`src/rtl/pgm_if_pkg.sv`:
```
package pgm_if_pkg;

    localparam int WORD_W     = 16;
    localparam int A_W        = 3;
    localparam int M_W        = 11;
    localparam int GAIN_W     = 2;
    localparam int REFC_W     = 10;
    localparam int PDS_W      = 2;
    localparam int HALF_W     = 4;

    localparam int A_LSB      = 0;
    localparam int M_LSB      = A_LSB + A_W;
    localparam int GAIN_LSB   = M_LSB + M_W;
    localparam int REFC_LSB   = 0;
    localparam int PDS_LSB    = REFC_LSB + REFC_W;
    localparam int SENSE_BIT  = PDS_LSB + PDS_W;
    localparam int REF_USED_W = SENSE_BIT + 1;

    // divider word, msb first
    typedef struct packed {
        logic [GAIN_W-1:0] gain;
        logic [M_W-1:0]    m;
        logic [A_W-1:0]    a;
    } rf_word_t;

    // used part of the reference word, msb first
    typedef struct packed {
        logic              sense;
        logic [PDS_W-1:0]  pds;
        logic [REFC_W-1:0] refc;
    } ref_word_t;

    typedef enum logic [PDS_W-1:0] {
        PDS_RUN_QUIET  = 2'b00,
        PDS_RUN_MON    = 2'b01,
        PDS_HANDOFF    = 2'b10,
        PDS_OFF_MON    = 2'b11
    } pd_state_e;

    typedef struct packed {
        logic              strb_prev;
        logic [WORD_W-1:0] stage_word;
        logic              stage_addr;
        rf_word_t          rf;
        ref_word_t         refw;
        logic              ref_valid;
    } seq_state_t;

endpackage

```
`src/rtl/pgm_sync.sv`:
```
module pgm_sync #(
    parameter int WIDTH  = 18,
    parameter int STAGES = 2
) (
    input  logic             clk,
    input  logic             rst_n,
    input  logic [WIDTH-1:0] async_i,
    output logic [WIDTH-1:0] sync_o
);

    logic [WIDTH-1:0] stage_q [STAGES];
    logic [WIDTH-1:0] stage_d [STAGES];

    genvar g;
    generate
        for (g = 0; g < STAGES; g++) begin : g_stage
            if (g == 0) begin : g_first
                always_comb stage_d[g] = async_i;
            end else begin : g_next
                always_comb stage_d[g] = stage_q[g-1];
            end

            always_ff @(posedge clk or negedge rst_n) begin
                if (!rst_n) stage_q[g] <= '0;
                else        stage_q[g] <= stage_d[g];
            end
        end
    endgenerate

    assign sync_o = stage_q[STAGES-1];

endmodule

```
`src/rtl/pgm_load_seq.sv`:
```
module pgm_load_seq
    import pgm_if_pkg::*;
(
    input  logic              clk,
    input  logic              rst_n,
    input  logic              strb_s,
    input  logic              addr_s,
    input  logic [WORD_W-1:0] bus_s,
    output logic              hold_o,
    output rf_word_t          rf_o,
    output ref_word_t         ref_o,
    output logic              ref_valid_o
);

    seq_state_t st_q, st_d;
    logic       release_d;

    always_comb begin
        st_d           = st_q;
        st_d.strb_prev = strb_s;
        release_d      = st_q.strb_prev && !strb_s;

        // track while strobe is high
        if (strb_s) begin
            st_d.stage_word = bus_s;
            st_d.stage_addr = addr_s;
        end

        // commit on the falling edge
        if (release_d) begin
            if (st_q.stage_addr) begin
                st_d.rf = rf_word_t'(st_q.stage_word);
            end else begin
                st_d.refw      = ref_word_t'(st_q.stage_word[REF_USED_W-1:0]);
                st_d.ref_valid = 1'b1;
            end
        end
    end

    always_ff @(posedge clk or negedge rst_n) begin
        if (!rst_n) st_q <= '0;
        else        st_q <= st_d;
    end

    assign hold_o      = st_q.strb_prev;
    assign rf_o        = st_q.rf;
    assign ref_o       = st_q.refw;
    assign ref_valid_o = st_q.ref_valid;

endmodule

```
`src/rtl/pgm_field_decode.sv`:
```
module pgm_field_decode
    import pgm_if_pkg::*;
(
    input  rf_word_t           rf_i,
    input  ref_word_t          ref_i,
    output logic [A_W-1:0]     a_cnt_o,
    output logic [M_W-1:0]     m_cnt_o,
    output logic [GAIN_W-1:0]  gain_o,
    output logic [HALF_W-1:0]  gain_half_o,
    output logic [REFC_W-1:0]  ref_cnt_o,
    output logic [PDS_W-1:0]   pd_state_o,
    output logic               pd_enable_o,
    output logic               pd_mon_en_o,
    output logic               pd_handoff_o,
    output logic               pd_swap_o
);

    pd_state_e pds;

    always_comb begin
        a_cnt_o   = rf_i.a;
        m_cnt_o   = rf_i.m;
        gain_o    = rf_i.gain;
        ref_cnt_o = ref_i.refc;
        pd_swap_o = ref_i.sense;
        pds       = pd_state_e'(ref_i.pds);
        pd_state_o = ref_i.pds;

        case (rf_i.gain)
            2'b00:   gain_half_o = 4'd2;
            2'b01:   gain_half_o = 4'd3;
            2'b10:   gain_half_o = 4'd5;
            default: gain_half_o = 4'd8;
        endcase

        pd_enable_o  = 1'b0;
        pd_mon_en_o  = 1'b1;
        pd_handoff_o = 1'b0;
        case (pds)
            PDS_RUN_QUIET: begin pd_enable_o = 1'b1; pd_mon_en_o = 1'b0; end
            PDS_RUN_MON:   pd_enable_o  = 1'b1;
            PDS_HANDOFF:   pd_handoff_o = 1'b1;
            default:       pd_enable_o  = 1'b0;
        endcase
    end

endmodule

```
`src/rtl/pgm_strobe_if.sv`:
```
module pgm_strobe_if
    import pgm_if_pkg::*;
#(
    parameter int SYNC_STAGES = 2
) (
    input  logic              clk,
    input  logic              rst_n,
    input  logic              strb_i,
    input  logic              addr_i,
    input  logic [15:0]       bus_i,
    output logic              cnt_rst_o,
    output logic              cp_disable_o,
    output logic [2:0]        a_cnt_o,
    output logic [10:0]       m_cnt_o,
    output logic [1:0]        cp_gain_o,
    output logic [3:0]        cp_gain_half_o,
    output logic [9:0]        ref_cnt_o,
    output logic [1:0]        pd_state_o,
    output logic              pd_enable_o,
    output logic              pd_mon_en_o,
    output logic              pd_lock_handoff_o,
    output logic              pd_swap_o,
    output logic              ref_valid_o
);

    localparam int SYNC_W = WORD_W + 2;

    logic [SYNC_W-1:0] sync_in, sync_out;
    logic              strb_s, addr_s;
    logic [WORD_W-1:0] bus_s;
    logic              hold;
    rf_word_t          rf_w;
    ref_word_t         ref_w;

    assign sync_in = {strb_i, addr_i, bus_i};

    pgm_sync #(.WIDTH(SYNC_W), .STAGES(SYNC_STAGES)) u_sync (
        .clk     (clk),
        .rst_n   (rst_n),
        .async_i (sync_in),
        .sync_o  (sync_out)
    );

    assign {strb_s, addr_s, bus_s} = sync_out;

    pgm_load_seq u_seq (
        .clk         (clk),
        .rst_n       (rst_n),
        .strb_s      (strb_s),
        .addr_s      (addr_s),
        .bus_s       (bus_s),
        .hold_o      (hold),
        .rf_o        (rf_w),
        .ref_o       (ref_w),
        .ref_valid_o (ref_valid_o)
    );

    pgm_field_decode u_dec (
        .rf_i         (rf_w),
        .ref_i        (ref_w),
        .a_cnt_o      (a_cnt_o),
        .m_cnt_o      (m_cnt_o),
        .gain_o       (cp_gain_o),
        .gain_half_o  (cp_gain_half_o),
        .ref_cnt_o    (ref_cnt_o),
        .pd_state_o   (pd_state_o),
        .pd_enable_o  (pd_enable_o),
        .pd_mon_en_o  (pd_mon_en_o),
        .pd_handoff_o (pd_lock_handoff_o),
        .pd_swap_o    (pd_swap_o)
    );

    assign cnt_rst_o    = hold;
    assign cp_disable_o = hold;

endmodule

```
`config.mk`:
```
export PLATFORM = sky130hd
export DESIGN_NAME = pgm_strobe_if
export DESIGN_NICKNAME = d
export VERILOG_FILES = /design/src/rtl/pgm_if_pkg.sv /design/src/rtl/pgm_sync.sv /design/src/rtl/pgm_load_seq.sv /design/src/rtl/pgm_field_decode.sv /design/src/rtl/pgm_strobe_if.sv
export SDC_FILE = /design/constraint.sdc
export NUM_CORES = 1
export LEC_CHECK = 0
export BUFFER_PORTS_ARGS = -buffer_cell sky130_fd_sc_hd__buf_4
export CORE_MARGIN = 2
export CORE_UTILIZATION = 48
export CTS_CLUSTER_DIAMETER = 100
export CTS_CLUSTER_SIZE = 30
export DETAILED_ROUTE_END_ITERATION = 16
export MAX_ROUTING_LAYER = met4
export PLACE_DENSITY = 0.8
export SYNTH_ARGS = -nofsm -noshare
export SYNTH_HDL_FRONTEND = slang
export SYNTH_SLANG_ARGS = --single-unit
```
`constraint.sdc`:
```
create_clock -name clk -period 1.34 [get_ports clk]
set_input_delay 0.335 -clock clk [delete_from_list [all_inputs] [get_ports clk]]
set_output_delay 0.335 -clock clk [all_outputs]
set_load 0.05 [all_outputs]
```
==> results.sh <==
export IMPL_status="finished with violations"
export IMPL_failed_checks="setup timing"
export IMPL_grt_max_degree=34
export IMPL_switching_share_pct=33.60
export IMPL_die_h_um=83.06
export IMPL_cp_arrival_ns=1.32
export IMPL_cap_viol_max_count=0
export IMPL_hpwl_um=2961
export IMPL_finalSetupViolations=11
export IMPL_finalPower_mw=8.066
export IMPL_antenna_found_initial=0
export IMPL_nets=258
export IMPL_async_flop_share_pct=100.0
export IMPL_avgSynthCellArea_um2=16.95
export IMPL_multi_input_area_um2=774.5
export IMPL_relSlewSlack_pct=77.54
export IMPL_synth_edf_count=0
export IMPL_grt_pass1_wl_um=7569
export IMPL_ys_ff_latch=84
export IMPL_io_pins=59
export IMPL_worst_slack_ns=-0.3154
export IMPL_io_buffers=58
export IMPL_hp_class="in -> reg"
export IMPL_p_seq_share_pct=38.5
export IMPL_syn2layout_area_growth_pct=31.78
export IMPL_worstSetupPathType="reg -> out"
export IMPL_crit_fanout=3
export IMPL_drive_gt1_share_pct=65.27
export IMPL_tightest_slew_ns=0.3369
export IMPL_postRouteAntennaNets=0
export IMPL_drc=0
export IMPL_numCtsBuffers=9
export IMPL_yosys_area_top_type="dfrtp_1"
export IMPL_max_freq_mhz=604.1
export IMPL_cp_start_kind="flip-flop"
export IMPL_min_period_over_period_pct=123.5
export IMPL_ys_warn_count=0
export IMPL_ir_drop_uv=1150
export IMPL_synth_main_ff_cell="dfrtp_1"
export IMPL_cts_buffer_depth=2
export IMPL_p_int_mw=5.356
export IMPL_netlist_instances=177
export IMPL_drtIter0Drc=64
export IMPL_cts_tree="built"
export IMPL_drv_slew=0
export IMPL_ys_seq_area_share_pct=70.06
export IMPL_power_switching_mw=2.710
export IMPL_wl_per_cell_um=15.40
export IMPL_gp_congestion=0.7624
export IMPL_rows=28
export IMPL_via_per_inst=4.761
export IMPL_fillCellCount=430
export IMPL_synth_area_leaders="dfrtp_1 (70%), mux2_2 (17%), buf_4 (7.3%)"
export IMPL_synth_top_area_share_pct=70.06
export IMPL_end_kind="output port"
export IMPL_synth_top_cells_by_count="dfrtp_1 (84), mux2_2 (46), buf_4 (29)"
export IMPL_vias=1495
export IMPL_stdcell_count=314
export IMPL_root_buffer="clkbuf_8"
export IMPL_start_util_pct=50.08
export IMPL_grt_overflow_total=0
export IMPL_p_leak_nw=1.849
export IMPL_hold_violations=0
export IMPL_final_core_util_pct=66.00
export IMPL_grt_use_total_pct=14.74
export IMPL_ff_latch_area_um2=2106
export IMPL_drt_pre_antenna_iters=4
export IMPL_routed_wl_um=4835
export IMPL_powerDensity_nw_per_um2=2040
export IMPL_synth_nets=201
export IMPL_path_clk_slew_ns=0.08
export IMPL_coreArea_um2=5991
export IMPL_diodes=0
export IMPL_dieArea_um2=6899
export IMPL_die_x_um=83.06
export IMPL_clock_latency_ns=0.34
export IMPL_layout_min_cycle_time_ns=1.655
export IMPL_required_ns=1.00
export IMPL_power_frac_comb_pct=34.5
export IMPL_place_inst=290
export IMPL_synth_distinct_cells=11
export IMPL_syn_cell_area_um2=3000
export IMPL_cts_sinks=84
export IMPL_skew_ns=0.005185
export IMPL_htree_levels=3
export IMPL_synth_most_common_cell="dfrtp_1"
export IMPL_power_frac_clock_pct=27.0
export IMPL_grt_setup_unrepaired="true"
export IMPL_grt_pass1_vias=1514
layout make-up:
| cell class | count | share of cell area (%) |
|---|---|---|
| clock buffers | 12 | 3.924 |
| clock inverters | 4 | 2.405 |
| well taps | 75 | 2.373 |
| inverters | 3 | 0.2848 |
| multi-input cells | 58 | 19.59 |
| repair buffers | 78 | 18.16 |
| flip-flops and latches | 84 | 53.26 |
worst max-delay path, stage by stage, from the launching register on:
cell,delay [ns]
dfrtp_2,0.45
buf_6,0.13
ha_4,0.16
nor2_4,0.08
buf_6,0.16
sequential cells by signal (all words and copies together), names as in the netlist:
signal,flops
u_sync.stage_d,18
u_sync.sync_o,18
u_seq.st_q,17
u_seq.rf_o,16
u_seq.ref_o,13
u_seq.hold_o,1
u_seq.ref_valid_o,1
layout by cell type (no fill, tap or decap):
cell / synthesis / routed
buf_12: 0 / 2
buf_4: 29 / 55
buf_6: 3 / 12
buf_8: 0 / 8
bufinv_16: 0 / 3
clkbuf_1: 0 / 1
clkbuf_8: 0 / 11
clkinv_2: 0 / 1
dfrtp_1: 84 / 81
dfrtp_2: 0 / 3
dlygate4sd3_1: 0 / 1
ha_4: 0 / 4
inv_2: 0 / 3
mux2_2: 46 / 33
mux2_4: 0 / 13
nand3b_4: 1 / 2
nor2_4: 0 / 3
nor3b_4: 1 / 1
or2_2: 2 / 1
or2_4: 0 / 1
kinds of logic after synthesis:
family	count (synthesis)	share of synthesized area, %
flops	84	70.06
mux	46	17.26
buf+inv	36	8.924
simple gates	7	2.085
fa+ha+maj	4	1.668
per-stage QoR:
step	hold WS, ns	setup TNS [ns]	instance area (um^2)	setup WS [ns]
floorplan	0.03941	-1.419	3019	-0.1521
global placement	0.2596	0	3415	0.006211
detailed placement	0.2668	-0.07808	3415	-0.07808
CTS	0.07741	-1.682	3816	-0.3199
global route	0.06508	-2.559	3954	-0.3713
finish	0.09144	-1.574	3954	-0.3154
power by group through the flow:
stage	registers, mW	clock network, mW	logic [mW]
6_report	3.10	2.18	2.79
4_1_cts	3.09	2.23	2.64
3_3_place_gp	3.11	0	2.35
5_1_grt	3.15	2.35	2.90
2_1_floorplan	3.12	0	1.95
3_5_place_dp	3.13	0	2.39
routing by layer:
metal | track usage (%) | wire length [um] | vias up | share of wire (%)
met1 | 18.29 | 2067 | 767 | 43
met4 | 6.259 | 65 | 0 | 1.3
met5 | - | 0 | - | 0
met2 | 22.43 | 2484 | 38 | 51
li1 | - | - | 680 | -
met3 | 4.771 | 218 | 10 | 4.5
path summary, 6_finish.rpt:
path / start / end / slack, ns / cells past startpoint
max: u_seq.rf_o[14] / cp_gain_half_o[1] / -0.32 / 4
min: bus_i[15] / u_sync.stage_d[15] / 0.09 / 1
max reg2reg: u_seq.hold_o / u_seq.ref_o[7] / 0.01 / 3
min reg2reg: u_sync.stage_d[17] / u_sync.sync_o[17] / 0.35 / 0
max in group asynchronous: rst_n / u_sync.stage_d[5] / 0.42 / 3
min in group asynchronous: rst_n / u_sync.stage_d[3] / 0.43 / 2
repair_timing:
action                                  in CTS  in global routing
hold endpoints to repair                    23                  0
pin swaps                                    4                  2
endpoints found under the setup margin      14                 38
setup buffers                                2                  4
cloned                                       0                  1
hold buffers                                 1                  0
gates resized for setup                     32                 25
(Power assumes the default switching activity.)
